==> src/rtl/addr_latch8_pkg.sv <==
package addr_latch8_pkg;

  typedef enum logic [1:0] {
    MODE_WRITE = 2'd0,
    MODE_HOLD  = 2'd1,
    MODE_DEMUX = 2'd2,
    MODE_CLEAR = 2'd3
  } latch_mode_e;

  function automatic latch_mode_e mode_of(input logic wr_n, input logic clr_n);
    latch_mode_e m;
    case ({clr_n, wr_n})
      2'b10:   m = MODE_WRITE;
      2'b11:   m = MODE_HOLD;
      2'b00:   m = MODE_DEMUX;
      default: m = MODE_CLEAR;
    endcase
    return m;
  endfunction

endpackage

==> src/rtl/al_mode_dec.sv <==
module al_mode_dec
  import addr_latch8_pkg::*;
(
  input  logic        wr_n,
  input  logic        clr_n,
  output latch_mode_e mode
);

  always_comb begin
    mode = mode_of(wr_n, clr_n);
  end

endmodule

==> src/rtl/al_sel_dec.sv <==
module al_sel_dec #(
  parameter int NBITS = 8,
  localparam int AW = (NBITS > 1) ? $clog2(NBITS) : 1
) (
  input  logic [AW-1:0]    sel,
  output logic [NBITS-1:0] hit
);

  for (genvar i = 0; i < NBITS; i++) begin : g_hit
    localparam logic [AW-1:0] IDX = AW'(i);
    assign hit[i] = (sel == IDX);
  end


  sel_onehot_chk: assert final ($onehot(hit));

endmodule

==> src/rtl/al_cell_next.sv <==
module al_cell_next
  import addr_latch8_pkg::*;
(
  input  latch_mode_e mode,
  input  logic        hit,
  input  logic        din,
  input  logic        cur,
  output logic        nxt
);

  always_comb begin
    unique case (mode)
      MODE_WRITE: nxt = hit ? din : cur;
      MODE_HOLD:  nxt = cur;
      MODE_DEMUX: nxt = hit & din;
      MODE_CLEAR: nxt = 1'b0;
      default:    nxt = 1'b0;
    endcase
  end

endmodule

==> src/rtl/al_store.sv <==
module al_store #(
  parameter int NBITS = 8
) (
  input  logic             clk,
  input  logic             rst_n,
  input  logic             en,
  input  logic [NBITS-1:0] d_next,
  output logic [NBITS-1:0] q
);

  always_ff @(posedge clk or negedge rst_n) begin
    if (!rst_n) begin
      q <= '0;
    end else if (en) begin
      q <= d_next;
    end
  end

endmodule

==> src/rtl/addr_latch8.sv <==
module addr_latch8
  import addr_latch8_pkg::*;
#(
  parameter int NBITS = 8,
  localparam int AW = (NBITS > 1) ? $clog2(NBITS) : 1
) (
  input  logic             clk,
  input  logic             rst_n,
  input  logic             din,
  input  logic [AW-1:0]    sel,
  input  logic             wr_n,
  input  logic             clr_n,
  output logic [NBITS-1:0] bits_o
);

  latch_mode_e      mode;
  logic [NBITS-1:0] hit;
  logic [NBITS-1:0] cell_q;
  logic [NBITS-1:0] cell_d;
  logic             store_en;

  al_mode_dec u_mode (
    .wr_n  (wr_n),
    .clr_n (clr_n),
    .mode  (mode)
  );

  al_sel_dec #(.NBITS(NBITS)) u_sel (
    .sel (sel),
    .hit (hit)
  );

  for (genvar i = 0; i < NBITS; i++) begin : g_cell
    al_cell_next u_next (
      .mode (mode),
      .hit  (hit[i]),
      .din  (din),
      .cur  (cell_q[i]),
      .nxt  (cell_d[i])
    );
  end

  // Clock enable written out: hold mode leaves the cells untouched.
  assign store_en = (mode != MODE_HOLD);

  al_store #(.NBITS(NBITS)) u_store (
    .clk    (clk),
    .rst_n  (rst_n),
    .en     (store_en),
    .d_next (cell_d),
    .q      (cell_q)
  );

  // Combinational output path: data passes through the write and decode
  // modes in the same cycle, and the clear mode forces LOW in the same cycle.
  assign bits_o = cell_d;

  // A cycle since reset has completed, so the previous output was committed.
  logic armed;
  always_ff @(posedge clk or negedge rst_n) begin
    if (!rst_n) begin
      armed <= 1'b0;
    end else begin
      armed <= 1'b1;
    end
  end


  write_others_chk: assert property (@(posedge clk) disable iff (!rst_n)
    (armed && !wr_n && clr_n) |-> (((bits_o ^ $past(bits_o)) & ~hit) == '0));


  hold_stable_chk: assert property (@(posedge clk) disable iff (!rst_n)
    (armed && wr_n && clr_n) |-> (bits_o == $past(bits_o)));


  demux_onehot_chk: assert property (@(posedge clk) disable iff (!rst_n)
    (!wr_n && !clr_n) |-> ($onehot0(bits_o) && ((bits_o & ~hit) == '0)));


  clear_low_chk: assert property (@(posedge clk) disable iff (!rst_n)
    (wr_n && !clr_n) |-> (bits_o == '0));


  clear_sticky_chk: assert property (@(posedge clk) disable iff (!rst_n)
    (armed && $past(wr_n && !clr_n) && wr_n && clr_n) |-> (bits_o == '0));


  demux_kept_chk: assert property (@(posedge clk) disable iff (!rst_n)
    (armed && $past(!wr_n && !clr_n) && wr_n && clr_n) |-> $onehot0(bits_o));

endmodule

==> config.mk <==
export PLATFORM = sky130hd
export DESIGN_NAME = addr_latch8
export DESIGN_NICKNAME = d
export VERILOG_FILES = /design/src/rtl/addr_latch8_pkg.sv /design/src/rtl/al_mode_dec.sv /design/src/rtl/al_sel_dec.sv /design/src/rtl/al_cell_next.sv /design/src/rtl/al_store.sv /design/src/rtl/addr_latch8.sv
export SDC_FILE = /design/constraint.sdc
export NUM_CORES = 1
export LEC_CHECK = 0
export BUFFER_PORTS_ARGS = -buffer_cell sky130_fd_sc_hd__buf_2
export CAP_MARGIN = 20
export CORE_AREA = 2 2 39 41
export CTS_BUF_LIST = sky130_fd_sc_hd__clkbuf_8 sky130_fd_sc_hd__clkbuf_16
export DETAILED_ROUTE_END_ITERATION = 10
export DIE_AREA = 0 0 41 43
export GPL_TIMING_DRIVEN = 0
export HOLD_SLACK_MARGIN = 0.1
export PLACE_DENSITY_LB_ADDON = 0.2
export SLEW_MARGIN = 30
export SYNTH_ARGS = -nofsm -noshare
export SYNTH_HDL_FRONTEND = slang
export SYNTH_SLANG_ARGS = --single-unit
==> constraint.sdc <==
create_clock -name clk -period 1.2 [get_ports clk]
set_input_delay 0.18 -clock clk [delete_from_list [all_inputs] [get_ports clk]]
set_output_delay 0.18 -clock clk [all_outputs]
set_load 0.02 [all_outputs]
Yosys cells after proc, flatten, opt, wreduce, memory -nomap -nowiden
Cells that the tools add are included.
{"block": "word_totals", "ram_bits": 0, "latchBits": 0, "mem_bits_ro": 0, "out_inout_bits": 8, "elab_cells": 42, "regBits": 8, "memories": 0, "inputBits": 8}
{"block": "op_classes", "mux": 17, "mul": 0, "shifts": 0, "n_div": 0, "n_lt_le_gt_ge": 0, "eq_ne": 13, "n_reduce_logical": 3, "add_sub_neg": 0, "bitwise_logic": 8}
{"op": "1-bit case mux with 4 select lines", "n": 8}
{"op": "3-bit == test, second input constant", "n": 4}
{"op": "1-bit bitwise AND", "n": 8}
{"op": "2-bit == test, second input constant", "n": 4}
{"op": "1-bit 2-to-1 mux", "n": 8}
{"op": "3-bit by 2-bit == test with 1-bit output, second input constant", "n": 2}
{"op": "2-bit case mux with 3 select lines", "n": 1}
{"op": "2-bit logical NOT", "n": 2}
{"op": "3-bit by 1-bit == test with 1-bit output, second input constant", "n": 1}
{"op": "3-bit logical NOT", "n": 1}
{"op": "2-bit by 1-bit == test with 1-bit output, second input constant", "n": 1}
{"op": "2-bit by 1-bit inequality test with 1-bit output, second input constant", "n": 1}

Longest topological paths before layout
Gate-level depths: netlist (run 1).
{"block": "depth", "word_depth": 4, "ltp_mapped": 4, "ltp_nobuf": 2}

Hierarchy
From an unflattened synthesis (run 1), not the netlist that was laid out.
{"block": "hier_totals", "cells_unflattened": 52, "area_unflattened_um2": 630.6}
{"module": "al_store", "seq_area_each_um2": 200.2, "area_per_inst_um2": 331.6, "n_inst": 1, "cells_each": 17}
{"module": "al_cell_next", "seq_area_each_um2": 0.0, "area_per_inst_um2": 27.5, "n_inst": 8, "cells_each": 3}
{"module": "al_sel_dec", "seq_area_each_um2": 0.0, "area_per_inst_um2": 65.1, "n_inst": 1, "cells_each": 8}
{"module": "al_mode_dec", "seq_area_each_um2": 0.0, "area_per_inst_um2": 7.5, "n_inst": 1, "cells_each": 2}
{"module": "addr_latch8", "seq_area_each_um2": 0.0, "area_per_inst_um2": 6.3, "n_inst": 1, "cells_each": 1}

Least setup slack after synthesis (run 1)
No wires, ideal clock.
{"block": "synth_timing", "path_type": "input -> output", "start": "input port sel[1]", "end": "output port bits_o[1]", "cell_stages": 3, "required_time_ns": 1.020, "arrival_time_ns": 0.896, "slack_ns": 0.124, "n_path_buf": 1, "cell_sequence": "nor4b_2 mux2i_1 buf_4"}
{"block": "synth_via", "elab_chain_len": 3, "elab_cells_between_ends": 4, "cone_classes": "eq/ne (1); mux (2); bitwise (1)"}
{"element": "start: declaration", "line_no": "addr_latch8.sv:10", "rtl": "input logic [AW-1:0] sel,"}
{"element": "3-bit by 1-bit == test with 1-bit output (*)", "line_no": "al_sel_dec.sv:11", "rtl": "assign hit[i] = (sel == IDX);"}
{"element": "1-bit bitwise AND or 1-bit 2-to-1 mux (tied branches)", "line_no": "al_cell_next.sv:15, al_cell_next.sv:13"}
{"element": "1-bit case mux with 4 select lines (*)", "line_no": "al_cell_next.sv:12", "rtl": "unique case (mode)"}
{"element": "end: declaration", "line_no": "addr_latch8.sv:13", "rtl": "output logic [NBITS-1:0] bits_o"}
Mark *: on every way between the ends. The rest lies on a longest branch, timed or not.

Worst setup path after layout (run 1)
Same ends and word-level chain as after synthesis.

==> results of run 1 <==
-- worst max-delay path, stage by stage --
cell and delay (ps):
buf_12 120, nor4b_4 300, mux2i_1 240, buf_4 170
-- routing by layer --
layer	up-vias	routed length, um
met2	10	648
met5	-	0
met3	2	44
met4	0	12
li1	221	-
met1	217	627
-- cells in the final DEF (no fill, tap or decap), drive strengths merged --
cell	Yosys	routed
and4bb	3	3
buf	9	27
clkbuf	1	3
dfrtp	8	8
dlygate4sd3	0	1
inv	1	1
mux2i	16	16
nand2	8	8
nand4b	1	1
nor4	1	1
nor4b	3	3
-- cells by family (layout without fill, tap and decap cells) --
family / count (synthesis) / in the layout / synth area share
flops: 8 / 8 / 0.354
simple gates: 16 / 16 / 0.237
buf+inv: 11 / 32 / 0.126
mux: 16 / 16 / 0.283
-- final cells by class --
cell class	instances	area (sq um)
repair buffers	27	270
fillers	107	515
inverters	1	3.75
well taps	16	20.0
clock buffers	3	41.3
plain buffers	1	3.75
multi-input cells	32	329
flip-flops and latches	8	200
-- path summary, 6_finish.rpt --
| kind | end | slack [ps] | start |
|---|---|---|---|
| worst max register to register | u_store.q[7] | 80 | u_store.q[7] |
| worst min-delay path | u_store.q[3] | 330 | rst_n |
| worst min register to register | u_store.q[2] | 530 | u_store.q[2] |
| min in group clk | u_store.q[0] | 390 | sel[0] |
| max in group asynchronous | u_store.q[7] | 700 | rst_n |
| worst max-delay path | bits_o[1] | 3 | sel[1] |
-- per-stage QoR --
step	instances	area [sq um]
2_1_floorplan	51	566
3_3_place_gp	81	656
3_5_place_dp	81	656
4_1_cts	85	807
5_1_grt	88	868
6_report	88	868
-- report_power, final --
part	switching (mW)	total (mW)	internal (mW)
sequential	0.00233	0.282	0.280
combinational	0.0803	0.170	0.0894
clock	0.112	0.330	0.218
-- repair_timing --
action,CTS,global route
pin swaps,7,3
hold buffers,1,0
setup endpoints to repair,8,6
gates resized for setup,24,6
gates cloned,0,0
buffers inserted,9,3
endpoints found under the hold margin,8,0
==> results.py, run 1 <==
metrics = {
    "floorplanning": {
        "rows": 14,
        "initial_utilization": 0.409,
        "die_w_um": 41,
        "coreArea_sq_um": 1380,
        "design.die.area_sq_um": 1760,
        "ios": 16,
        "die_y_um": 43,
    },
    "sta": {
        "relSlewSlack": 0.711,
        "finalCritPeriodShare": 0.998,
        "whs_ps": 329,
        "setup_ws_ps": 2.73,
        "slew_violations": 0,
        "fin_setup_tns_ps": 0,
        "rsz0062_at_grt": "true",
        "finalSetupViolCount": 0,
        "hold_viol": 0,
        "fmax_mhz": 835,
        "fin_skew_ps": 0,
        "tightest_slew_ps": 432,
        "period_minus_slack_ps": 1200,
    },
    "final_layout": {
        "area_growth_pct": 53.5,
        "top_regs": "u_store.q: 8 flops",
        "final_nets": 82,
        "top_register": "u_store.q",
        "largest_reg_flops": 8,
        "diodes": 0,
        "fin_util": 0.627,
        "drive_above_1_share": 0.458,
    },
    "cts": {
        "clock-sinks": 8,
        "cts_root_buffer": "clkbuf_8",
        "cts_buffer_depth": 2,
        "cts_tree": "yes",
        "insertion_delay_ps": 230,
        "cts_buffers": 3,
        "cts-htree-levels": 1,
        "path_clk_slew_ps": 40,
    },
    "outcome": {
        "status": "completed",
    },
    "logic_synthesis": {
        "avgSynthCellArea_sq_um": 11.1,
        "ys_top_cells_by_area": "dfrtp_1 35%, mux2i_1 28%, buf_4 11%",
        "yosysSeqAreaShare": 0.354,
        "syn_inst": 51,
        "synth_edf_count": 0,
        "synth_top_area_share": 0.354,
        "synth_fp_nets": 59,
        "async_flop_share": 1.00,
        "ys_ff_latch": 8,
        "synth_top_cell_by_area": "dfrtp_1",
        "synth_cell_types": 11,
        "synth_top_cells_by_count": "16 x mux2i_1, 8 x buf_4, 8 x dfrtp_1, 8 x nand2_1",
        "ys.warnings.count": 0,
        "synth_most_common_cell": "mux2i_1",
        "synthFlopType": "dfrtp_1",
        "synthesis.area_sq_um": 566,
    },
    "min_path": {
        "hold_path_class": "input pin to async pin",
    },
    "grt": {
        "grtUsageMet1": 0.228,
        "grt.total_usage": 0.173,
        "grt_max_degree": 17,
        "antenna_found_initial": 0,
        "grt_pass1_wl_um": 2030,
        "overflow": 0,
        "grt_pass1_vias": 446,
        "grtUsageMet3": 0.0314,
        "gr-max-usage-layer": "met2",
        "grt_use_met2": 0.244,
    },
    "job": {
        "cap_violations": 0,
    },
    "setup_path": {
        "critPathMaxFanout": 8,
        "endpoint_kind": "output port",
        "r2r_cells": 6,
        "worstSetupStartpointType": "input pin",
        "worstPathRequired_ps": 1020,
        "arrival_ps": 1020,
        "critical_path_class": "input pin to output port",
    },
    "drt": {
        "drt_iter0_drc": 3,
        "vias_per_cell": 5.11,
        "wl_per_cell_um": 15.1,
        "drt_wl_total_um": 1330,
        "ant_nets": 0,
        "dr.pass1.iters": 2,
        "vias": 450,
        "drc_errors": 0,
    },
    "placement": {
        "port_buffers": 14,
        "gp_congestion": 0.658,
        "dp_hpwl_um": 743,
        "dp_slack_ps": -244,
    },
    "pwr": {
        "p_total_uw": 782,
        "ir_worst_vdd_v": 0.000532,
        "p_leak_nw": 0.408,
        "p_per_area_nw_per_um2": 901,
    },
}
Note: power is estimated with default switching activity, not from simulation.
==> run 2: changes to the inputs <==
==> constraint.sdc (replaced) <==
create_clock -name clk -period 1.2 [get_ports clk]
set_input_delay 0.12 -clock clk [delete_from_list [all_inputs] [get_ports clk]]
set_output_delay 0.12 -clock clk [all_outputs]
set_load 0.02 [all_outputs]
==> run 2 against run 1 <==
Effect of this change: clock power about the same; flip-flop and latch count unchanged; via count shrank 5.6%; critical endpoint is now bits_o[2]; global-route usage fell by 1.0 points; register-to-register slack improved by 480 ps; fmax up 3.6%; wire length decreased by 14%; clock skew stayed put; clock-buffer cell count unchanged; combinational power down 19%.
==> results.py, run 2 (synthesized netlist as in run 1, its figures left out) <==
metrics = {
    "setup_path": {
        "r2r_cells": 2,
        "critPathMaxFanout": 8,
        "critPathTopFamily": "buffers and inverters",
        "cp_slowest_stage_delay_ps": 320,
        "reg2reg_from": "u_store.q[7]",
        "cp_slowest_cell": "nor4b_4",
        "critical_path_class": "input pin to output port",
        "crit_buf_inv": 3,
        "arrival_ps": 1040,
        "endpoint_kind": "output port",
        "cp_cell_sequence": "buf_6 -> nor4b_4 -> mux2i_1 -> buf_4 -> buf_4",
        "worstPathRequired_ps": 1080,
        "worstSetupStartpointType": "input pin",
        "crit-reg2reg-capture": "u_store.q[7]",
        "crit_top_cell": "buf_4",
        "reg2reg_slack_ps": 560,
    },
    "cts": {
        "cts_tree": "yes",
        "cts_buffers": 3,
        "cts_buffer_depth": 2,
        "clock-sinks": 8,
        "insertion_delay_ps": 230,
        "cts_root_buffer": "clkbuf_8",
        "cts-htree-levels": 1,
        "path_clk_slew_ps": 40,
    },
    "sta": {
        "tightest_slew_ps": 416,
        "finalSetupViolCount": 0,
        "relSlewSlack": 0.723,
        "slew_violations": 0,
        "period_minus_slack_ps": 1160,
        "hold_viol": 0,
        "fin_setup_tns_ps": 0,
        "fin_skew_ps": 0,
        "fmax_mhz": 865,
        "setup_ws_ps": 44.0,
        "finalCritPeriodShare": 0.963,
        "whs_ps": 246,
    },
    "final_layout": {
        "layout_commonest_cell": "buf_4",
        "top_register": "u_store.q",
        "largest_reg_flops": 8,
        "layout_common_cells": "17 x buf_4, 16 x mux2i_1, 8 x nand2_1, 8 x dfrtp_1",
        "top_regs": "u_store.q: 8 flops",
        "diodes": 0,
        "n_fill_cell": 123,
        "fin_util": 0.555,
        "drive_above_1_share": 0.433,
        "area_growth_pct": 35.8,
        "final_nets": 77,
    },
    "pwr": {
        "p_total_uw": 747,
        "p_per_area_nw_per_um2": 972,
        "ir_worst_vdd_v": 0.000508,
        "p_leak_nw": 0.362,
    },
    "floorplanning": {
        "rows": 14,
        "die_w_um": 41,
        "ios": 16,
        "coreArea_sq_um": 1380,
        "die_y_um": 43,
        "design.die.area_sq_um": 1760,
        "initial_utilization": 0.409,
    },
    "min_path": {
        "hold_start": "sel[2]",
        "hold_end": "u_store.q[1]",
        "min_path_cells": 3,
        "hold_path_class": "input pin to register",
    },
    "placement": {
        "dp_hpwl_um": 743,
        "port_buffers": 14,
        "gp_congestion": 0.658,
        "dp_slack_ps": -124,
    },
    "outcome": {
        "status": "completed",
    },
    "drt": {
        "ant_nets": 0,
        "drt_iter0_drc": 2,
        "vias": 425,
        "dr.pass1.iters": 4,
        "vias_per_cell": 5.12,
        "wl_per_cell_um": 13.9,
        "drt_wl_total_um": 1150,
        "drc_errors": 0,
    },
    "job": {
        "cap_violations": 0,
    },
    "grt": {
        "grt_max_degree": 17,
        "grt.total_usage": 0.163,
        "antenna_found_initial": 0,
        "grt_pass1_vias": 428,
        "overflow": 0,
        "grt_pass1_wl_um": 1880,
    },
}
==> run 2: changes by cell type in the layout (fill, tap and decap cells not counted) <==
| cell | previous run | this run |
|---|---|---|
| and4bb_1 | 3 | 2 |
| and4bb_2 | 0 | 1 |
| buf_12 | 5 | 0 |
==> run 2: final cells by class <==
cell class	count	area (sq um)	area share
repair buffers	21	163	0.212
inverters	1	3.75	0.00489
multi-input cells	32	329	0.428
flip-flops and latches	8	200	0.261
well taps	16	20.0	0.0261
clock buffers	3	41.3	0.0537
plain buffers	2	11.3	0.0147
==> run 2: worst max-delay path by stage <==
stage | end | depth (start not counted) | from
final | bits_o[2] | 5 | wr_n
after global placement | bits_o[1] | 6 | din
after global routing | bits_o[2] | 5 | wr_n
after CTS | bits_o[3] | 5 | wr_n
after detailed placement | bits_o[1] | 6 | din
after floorplan | bits_o[1] | 3 | sel[1]
==> run 2: per-stage QoR <==
stage	cells	area (sq um)
after CTS	86	776
after global placement	81	656
after floorplan	51	566
after global routing	83	768
after detailed placement	81	656
final	83	768
==> run 2: report_power, final <==
part | switching (mW) | internal [mW] | leakage (nW) | total, mW
clock network | 0.110 | 0.218 | 0.0216 | 0.327
logic | 0.0743 | 0.0631 | 0.231 | 0.137
registers | 0.00228 | 0.280 | 0.110 | 0.282
total | 0.186 | 0.561 | 0.362 | 0.747
==> run 2: repair_timing <==
item                       4_1_cts  5_1_grt
setup buffers                    3        3
setup endpoints to repair        8        7
hold endpoints to repair         8        0
hold buffers                     1        0
gates resized for setup         13        6
pin swaps                        3        6
==> run 2: worst reg2reg max path: stages (launching register included) <==
cell     delay [ps]
dfrtp_1         360
nand2_1          70
mux2i_1          80
==> run 2: routing by layer <==
layer  vias to the layer above  part of all wire  track usage
met5                         -                 0            0
met4                         0             0.010        0.120
met3                         2             0.046       0.0314
met2                        10              0.52        0.247
met1                       203              0.42        0.191
li1                        210                 -            -
